===== config.mk =====
export PLATFORM = sky130hd
export DESIGN_NAME = preshift_alu
export DESIGN_NICKNAME = d
export VERILOG_FILES = /design/src/rtl/preshift_alu_pkg.sv /design/src/rtl/preshift_alu_ctrl.sv /design/src/rtl/preshift_alu_dp.sv /design/src/rtl/preshift_alu.sv
export SDC_FILE = /design/constraint.sdc
export NUM_CORES = 1
export LEC_CHECK = 0
export ABC_CLOCK_PERIOD_IN_PS = 16100
export BUFFER_PORTS_ARGS = -buffer_cell sky130_fd_sc_hd__buf_4
export CAP_MARGIN = 0
export CORE_MARGIN = 5
export CORE_UTILIZATION = 51
export CTS_CLUSTER_SIZE = 30
export DETAILED_ROUTE_END_ITERATION = 6
export GPL_TIMING_DRIVEN = 0
export PLACE_DENSITY_LB_ADDON = 0.15
export RECOVER_POWER = 25
export SLEW_MARGIN = 20
export SYNTH_ARGS = -nofsm -noshare
export SYNTH_HDL_FRONTEND = slang
export SYNTH_SLANG_ARGS = --single-unit

===== constraint.sdc =====
create_clock -name clk -period 16.1 [get_ports clk]
set_input_delay 3.22 -clock clk [delete_from_list [all_inputs] [get_ports clk]]
set_output_delay 3.22 -clock clk [all_outputs]
set_load 0.02 [all_outputs]

===== src/rtl/preshift_alu_pkg.sv =====
`timescale 1ns/1ps
package preshift_alu_pkg;
  localparam int unsigned DataW  = 32;
  localparam int unsigned ShAmtW = $clog2(DataW);

  localparam logic [1:0] OP_ADD = 2'b00;
  localparam logic [1:0] OP_ADC = 2'b01;
  localparam logic [1:0] OP_SUB = 2'b10;
  localparam logic [1:0] OP_RSB = 2'b11;

  localparam logic [1:0] SH_LSL = 2'b00;
  localparam logic [1:0] SH_LSR = 2'b01;
  localparam logic [1:0] SH_ASR = 2'b10;
  localparam logic [1:0] SH_ROR = 2'b11;

  typedef struct packed {
    logic n;
    logic z;
    logic c;
    logic v;
  } flags_t;

  typedef struct packed {
    logic passCond;
    logic updFlags;
    logic carryIn;
  } ctrl_t;
endpackage


===== src/rtl/preshift_alu_ctrl.sv =====
`timescale 1ns/1ps
module preshift_alu_ctrl
  import preshift_alu_pkg::*;
(
  input  logic [3:0] cond,
  input  flags_t     curFlags,
  input  logic       setFlags,
  input  logic [1:0] aluOp,
  output ctrl_t      strb
);
  logic condOk;

  always_comb begin
    unique case (cond)
      4'd0:    condOk = curFlags.z;
      4'd1:    condOk = !curFlags.z;
      4'd2:    condOk = curFlags.c;
      4'd3:    condOk = !curFlags.c;
      4'd4:    condOk = curFlags.n;
      4'd5:    condOk = !curFlags.n;
      4'd6:    condOk = curFlags.v;
      4'd7:    condOk = !curFlags.v;
      4'd14:   condOk = 1'b1;
      default: condOk = 1'b0;
    endcase
  end

  always_comb begin
    strb.passCond = condOk;
    strb.updFlags = condOk && setFlags;
    strb.carryIn  = (aluOp == OP_ADC) ? curFlags.c : 1'b0;
  end
endmodule


===== src/rtl/preshift_alu_dp.sv =====
`timescale 1ns/1ps
module preshift_alu_dp
  import preshift_alu_pkg::*;
#(
  parameter int unsigned W  = DataW,
  localparam int unsigned SW = $clog2(W)
) (
  input  logic          clk,
  input  logic          rst,
  input  logic [W-1:0]  opA,
  input  logic [W-1:0]  opB,
  input  logic [1:0]    shiftKind,
  input  logic [SW-1:0] shiftAmt,
  input  logic [1:0]    aluOp,
  input  ctrl_t         strb,
  output logic [W-1:0]  resOut,
  output logic          wrEn,
  output flags_t        curFlags
);
  logic [W-1:0]   shifted;
  logic [2*W-1:0] rotWide;
  logic [W-1:0]   addX, addY;
  logic           addCin;
  logic [W:0]     addSum;
  flags_t         nextFlags;

  // shifter on the first operand path
  assign rotWide = {opA, opA} >> shiftAmt;

  always_comb begin
    unique case (shiftKind)
      SH_LSL:  shifted = opA << shiftAmt;
      SH_LSR:  shifted = opA >> shiftAmt;
      SH_ASR:  shifted = W'($signed(opA) >>> shiftAmt);
      default: shifted = rotWide[W-1:0];
    endcase
  end

  // single adder; subtraction by inverted addend plus one
  always_comb begin
    unique case (aluOp)
      OP_ADD:  begin addX = shifted; addY = opB;      addCin = 1'b0;         end
      OP_ADC:  begin addX = shifted; addY = opB;      addCin = strb.carryIn; end
      OP_SUB:  begin addX = shifted; addY = ~opB;     addCin = 1'b1;         end
      default: begin addX = opB;     addY = ~shifted; addCin = 1'b1;         end
    endcase
  end

  assign addSum = {1'b0, addX} + {1'b0, addY} + {{W{1'b0}}, addCin};

  always_comb begin
    nextFlags.n = addSum[W-1];
    nextFlags.z = (addSum[W-1:0] == '0);
    nextFlags.c = addSum[W];
    nextFlags.v = (addX[W-1] == addY[W-1]) && (addSum[W-1] != addX[W-1]);
  end

  always_ff @(posedge clk) begin
    if (rst) begin
      resOut   <= '0;
      wrEn     <= 1'b0;
      curFlags <= '0;
    end else begin
      resOut <= addSum[W-1:0];
      wrEn   <= strb.passCond;
      if (strb.updFlags) curFlags <= nextFlags;
    end
  end
endmodule


===== src/rtl/preshift_alu.sv =====
`timescale 1ns/1ps
module preshift_alu
  import preshift_alu_pkg::*;
(
  input  logic        clk,
  input  logic        rst,
  input  logic [31:0] opA,
  input  logic [31:0] opB,
  input  logic [1:0]  shiftKind,
  input  logic [4:0]  shiftAmt,
  input  logic [1:0]  aluOp,
  input  logic        setFlags,
  input  logic [3:0]  cond,
  output logic [31:0] resOut,
  output logic        wrEn,
  output logic [3:0]  flagsOut
);
  ctrl_t  strb;
  flags_t curFlags;

  preshift_alu_ctrl u_ctrl (
    .cond     (cond),
    .curFlags (curFlags),
    .setFlags (setFlags),
    .aluOp    (aluOp),
    .strb     (strb)
  );

  preshift_alu_dp #(.W(DataW)) u_dp (
    .clk       (clk),
    .rst       (rst),
    .opA       (opA),
    .opB       (opB),
    .shiftKind (shiftKind),
    .shiftAmt  (shiftAmt),
    .aluOp     (aluOp),
    .strb      (strb),
    .resOut    (resOut),
    .wrEn      (wrEn),
    .curFlags  (curFlags)
  );

  assign flagsOut = curFlags;
endmodule


==> results of run 1 <==
path summary, 6_finish.rpt:
check	from	to	slack, ns	cells after the start
worst max-delay path	shiftAmt[1]	u_dp.curFlags[2]$_SDFFE_PP0P_	6.36	27
worst min-delay path	u_dp.curFlags[3]$_SDFFE_PP0P_	u_dp.curFlags[3]$_SDFFE_PP0P_	0.48	2
worst max register to register	u_dp.curFlags[1]$_SDFFE_PP0P_	u_dp.curFlags[2]$_SDFFE_PP0P_	11.84	13
worst min register to register	u_dp.curFlags[3]$_SDFFE_PP0P_	u_dp.curFlags[3]$_SDFFE_PP0P_	0.48	2
layout by cell type (no fill, tap or decap), types with 26 or more instances in the layout:
cell / synthesis / layout
o21ai_0: 83 / 83
mux4_2: 55 / 55
nor2_1: 189 / 189
dfxtp_1: 37 / 37
ha_1: 31 / 31
buf_4: 8 / 101
inv_1: 26 / 26
clkbuf_1: 54 / 73
nand2_1: 129 / 129
mux2i_1: 61 / 61
a21oi_1: 106 / 106
worst max-delay path, delay by kind of cell:
family	cells	cell delay, ns
adders and majority gates	2	0.92
AOI/OAI and AO/OA	10	2.56
buffers and inverters	6	1.28
muxes	2	0.63
and+or+nand+nor	7	1.32
stage by stage:
step | instances | power (mW) | setup WS [ns]
final | 1460 | 0.771 | 6.36
after global routing | 1460 | 0.811 | 6.07
after CTS | 1460 | 0.762 | 6.71
after detailed placement | 1452 | 0.642 | 6.41
after global placement | 1452 | 0.637 | 6.56
after floorplan | 1125 | 0.472 | 7.92
report_power, final:
group	leakage (nW)	internal, mW	switching (mW)	total, mW
combinational	3.49	0.195	0.337	0.532
sequential	0.308	0.115	0.00666	0.121
clock	0.0841	0.0774	0.0403	0.118
metal layers:
metal | global-route usage [%] | share of wire, % | vias to the layer above
li1 | - | - | 4440
met5 | 0 | 0 | -
met3 | 12.2 | 14 | 109
met2 | 56.3 | 42 | 798
met4 | 11.0 | 3.3 | 0
met1 | 55.1 | 41 | 4760
registers in the layout, indices dropped and copies added (netlist names):
name,flops
u_dp.curFlags,4
u_dp.wrEn,1
u_dp.resOut,32
logic make-up after synthesis:
family | Yosys count | synth area share (%)
AND/OR/NAND/NOR | 417 | 21.9
flip-flops | 37 | 8.99
XOR/XNOR | 21 | 2.23
AO/OA/AOI/OAI | 358 | 28.9
buffers and inverters | 116 | 6.38
multiplexers | 143 | 26.4
adder cells (fa/ha/maj) | 33 | 5.19
layout make-up:
class	count	area [um2]
sequential	37	741
inverter	27	101
tap	216	270
fill	1566	6440
clock inverter	1	30.0
clock buffer	7	143
timing repair buffer	111	766
multi-input combinational	972	6970
buffer	89	424
==> impl_metrics.json, run 1 <==
{
  "synth_edf_count": 0,
  "grt-ovfl-total": 0,
  "portBuffers": 111,
  "drt-vias-per-instance": 6.92,
  "die_h_um": 137,
  "via_count": 10100,
  "wl_per_cell_um": 25.4,
  "drive_gt1_share_pct": 18.6,
  "wirelength_um": 37100,
  "drc": 3,
  "ys_ff_latch": 37,
  "htree_levels": 2,
  "period_needed_ns": 9.74,
  "setup_violations": 0,
  "fmax_ghz": 0.103,
  "netlist_top_cells_count": "nor2_1 (189), nand2_1 (129), a21oi_1 (106), o21ai_0 (83), mux2i_1 (61)",
  "tightest_slew_ns": 0.999,
  "whs_ns": 0.478,
  "rows": 46,
  "arrival_ns": 9.96,
  "first_iter_violations": 1642,
  "grt_use_total_pct": 38.7,
  "slew_headroom_pct": 32.5,
  "design.final.nets": 1356,
  "status": "finished, violations left",
  "hold_class": "reg -> reg",
  "synth_most_common_cell": "nor2_1",
  "fin_util_pct": 59.5,
  "worstPathMaxFanout": 10,
  "vdd_ir_drop_max_uv": 88.8,
  "worstPathRequired_ns": 16.33,
  "hpwl_um": 29600,
  "antenna_left": 0,
  "antenna_found_initial": 0,
  "cts_made_buffers": 5,
  "root_buffer": "clkbuf_16",
  "die_x_um": 137,
  "hold_viol": 0,
  "first_pass_iters": 7,
  "netlist.area_leader.share_pct": 15.0,
  "start_util_pct": 51.9,
  "cts_max_path_buffers": 2,
  "grt_max_degree": 12,
  "cts.sinks": 37,
  "netlist_instances": 1125,
  "clk_pin_slew_ns": 0.06,
  "synthToLayoutAreaGrowth_pct": 14.7,
  "grt_pass1_vias": 9431,
  "clock_skew_ns": 0.00563,
  "grt_pass1_wl_um": 55400,
  "yosys_most_used_dff": "dfxtp_1",
  "place_area_um2": 9340,
  "antenna_cells": 0,
  "power_leakage_nw": 3.88,
  "slew_violations": 0,
  "setup-tns-final_ns": 0,
  "place_congestion": 1.07,
  "maxCapViolations": 0,
  "yosysWarningCount": 0,
  "async_flop_share_pct": 0,
  "endpoint_kind": "register",
  "yosysSeqAreaShare_pct": 8.99,
  "slowest_stage": "a2111oi_0",
  "coreArea_um2": 15900,
  "crit_top_cell": "buf_4",
  "yosys.cell_types.count": 91,
  "synth_area_um2": 8240,
  "final_area_um2": 9450,
  "cts_tree": "yes",
  "yosysTopAreaCell": "mux4_2",
  "min_period_over_period_pct": 60.5,
  "dieArea_um2": 18800,
  "violations": "DRC",
  "start_kind": "input pin",
  "post_synth.cell_area_avg_um2": 7.32,
  "crit_type": "in -> reg",
  "yosys-top-cells-area": "mux4_2 (15%), dfxtp_1 (9.0%), nor2_1 (8.6%)",
  "synth_fp_nets": 1238,
  "cts-resized-gates": 0,
  "rsz0062_at_grt": "no",
  "p_per_area_nw_per_um2": 81.7,
  "top_level_ports": 117,
  "clk_latency_ns": 0.29,
  "cts_hold_buffers": 0,
  "max_stage_delay_ns": 0.62,
  "postCtsSetupBuffers": 0
}
Note: power is estimated with default switching activity, not from simulation.
==> run 2, diff against run 1 <==
ABC_CLOCK_PERIOD_IN_PS = 8200   (was 16100)
clock period = 8.2 ns   (was 16.1 ns; I/O delays follow)
==> run 2 against run 1 <==
  * The flow now finishes without violations
  * Hold slack better by 0.0012 ns
  * Non-clock buffer count did not move
  * Combinational power grew 97%
  * Design area increased by 0.12%
  * Final cell count did not move
  * Clock-buffer cell count unchanged
  * Clock power up 97%
  * Die area stayed put
  * Utilization grew 0.071 points
  * Power is 97% higher
  * Sequential share of layout area barely moved
  * Global-route usage unchanged
==> impl_metrics.json, run 2 (synthesis results as in run 1) <==
{
  "status": "complete, no violations",
  "largestRegisters": "u_dp.resOut x32, u_dp.curFlags x4, u_dp.wrEn x1",
  "min_period_over_period_pct": 97.8,
  "slowest_stage": "a2111oi_1",
  "top_level_ports": 117,
  "dieArea_um2": 18800,
  "antenna_found_initial": 0,
  "slew_headroom_pct": 31.2,
  "grt.busiest_layer": "met2",
  "power_leakage_nw": 3.88,
  "htree_levels": 2,
  "place_ws_ns": 0.0925,
  "synthToLayoutAreaGrowth_pct": 14.8,
  "use_met2_pct": 56.3,
  "crit_type": "in -> reg",
  "vdd_ir_drop_max_uv": 175,
  "endpoint_kind": "register",
  "total_power_mw": 1.52,
  "grt_pass1_vias": 9431,
  "grt_max_degree": 12,
  "root_buffer": "clkbuf_16",
  "max_stage_delay_ns": 0.59,
  "period_needed_ns": 8.02,
  "grt_pass1_wl_um": 55400,
  "grt_use_total_pct": 38.7,
  "r2r-end": "u_dp.curFlags[2]$_SDFFE_PP0P_",
  "portBuffers": 111,
  "ff2ff_setup_slack_ns": 4.05,
  "wl_per_cell_um": 25.5,
  "p_per_area_nw_per_um2": 161,
  "cts_max_path_buffers": 2,
  "clk_pin_slew_ns": 0.06,
  "grt_use_met3_pct": 12.2,
  "place_congestion": 1.07,
  "design.final.nets": 1356,
  "r2r_cells": 13,
  "start_util_pct": 51.9,
  "hpwl_um": 29600,
  "wirelength_um": 37200,
  "grt_util_met1_pct": 55.1,
  "worstPathRequired_ns": 8.43,
  "whs_ns": 0.479,
  "first_iter_violations": 1673,
  "crit_top_cell": "buf_4",
  "min_from": "u_dp.curFlags[3]$_SDFFE_PP0P_",
  "die_h_um": 137,
  "rsz0062_at_grt": "no",
  "finalWorstSetupSlack_ns": 0.183,
  "setup_violations": 0,
  "path_buf_inv": 6,
  "largest_reg_flops": 32,
  "nFillCells": 1570,
  "die_x_um": 137,
  "drive_gt1_share_pct": 18.8,
  "cts.sinks": 37,
  "via_count": 10200,
  "antenna_left": 0,
  "arrival_ns": 8.24,
  "grt-ovfl-total": 0,
  "rows": 46,
  "final_cell_mix": "nor2_1 (189), nand2_1 (129), a21oi_1 (105)",
  "whs_path_depth": 2,
  "tightest_slew_ns": 1.03,
  "slew_violations": 0,
  "antenna_cells": 0,
  "cts_tree": "yes",
  "clk_latency_ns": 0.29,
  "fin_util_pct": 59.5,
  "drc": 0,
  "maxCapViolations": 0,
  "hold_class": "reg -> reg",
  "fmax_ghz": 0.125,
  "min_to": "u_dp.curFlags[3]$_SDFFE_PP0P_",
  "clock_skew_ns": 0.00734,
  "r2r-start": "u_dp.curFlags[1]$_SDFFE_PP0P_",
  "cts_hold_buffers": 0,
  "coreArea_um2": 15900,
  "start_kind": "input pin",
  "regMostFlops": "u_dp.resOut",
  "cts_made_buffers": 5,
  "worstPathMaxFanout": 10,
  "first_pass_iters": 6,
  "critical-path-top-delay-family": "compound AO/OA/AOI/OAI gates",
  "setup-tns-final_ns": 0,
  "drt-vias-per-instance": 6.99,
  "hold_viol": 0,
  "final_common_cell": "nor2_1"
}
-- run 2: how the worst max path moves through the flow --
stage | startpoint | end | slack (ns) | cells after the start
after floorplan | shiftAmt[0] | u_dp.curFlags[2]$_SDFFE_PP0P_ | 1.60 | 26
after global placement | shiftAmt[1] | u_dp.curFlags[2]$_SDFFE_PP0P_ | 0.24 | 27
after detailed placement | shiftAmt[1] | u_dp.curFlags[2]$_SDFFE_PP0P_ | 0.09 | 27
after CTS | shiftAmt[1] | u_dp.curFlags[2]$_SDFFE_PP0P_ | 0.39 | 27
after global routing | shiftAmt[1] | u_dp.curFlags[2]$_SDFFE_PP0P_ | 0.01 | 27
final | shiftAmt[1] | u_dp.curFlags[2]$_SDFFE_PP0P_ | 0.18 | 27
-- run 2: final cells by class --
class / instances / area (um2) / area share (%)
Sequential cell: 37 / 741 / 7.83
Clock buffer: 7 / 143 / 1.51
Clock inverter: 1 / 30.0 / 0.318
Inverter: 27 / 101 / 1.07
Buffer: 89 / 424 / 4.48
Timing Repair Buffer: 111 / 766 / 8.10
Multi-Input combinational cell: 972 / 6980 / 73.8
Tap cell: 216 / 270 / 2.86
-- run 2: what timing repair did --
action                                  CTS  global route
resized for setup                         0             3
buffers inserted                          0             0
endpoints found under the setup margin    0             1
-- run 2: per-stage QoR --
stage                     std cells  cell area, um2
after floorplan                1125            8240
after global placement         1452            9340
after detailed placement       1452            9340
after CTS                      1460            9510
after global routing           1460            9460
final                          1460            9460
-- run 2: metal layers --
layer / vias up / wire, um
met3: 106 / 5450
li1: 4440 / -
met5: - / 0
met1: 4830 / 15000
met4: 0 / 1300
met2: 824 / 15400
-- run 2: tightest hold or removal path: cells and delay by family (launching register included) --
kind / cells / cell delay [ns]
AO/OA/AOI/OAI: 1 / 0.05
AND/OR/NAND/NOR: 1 / 0.06
flip-flops: 1 / 0.32
-- run 2: power by group --
group / switching, mW / internal (mW)
sequential: 0.0131 / 0.225
clock: 0.0805 / 0.152
combinational: 0.665 / 0.384
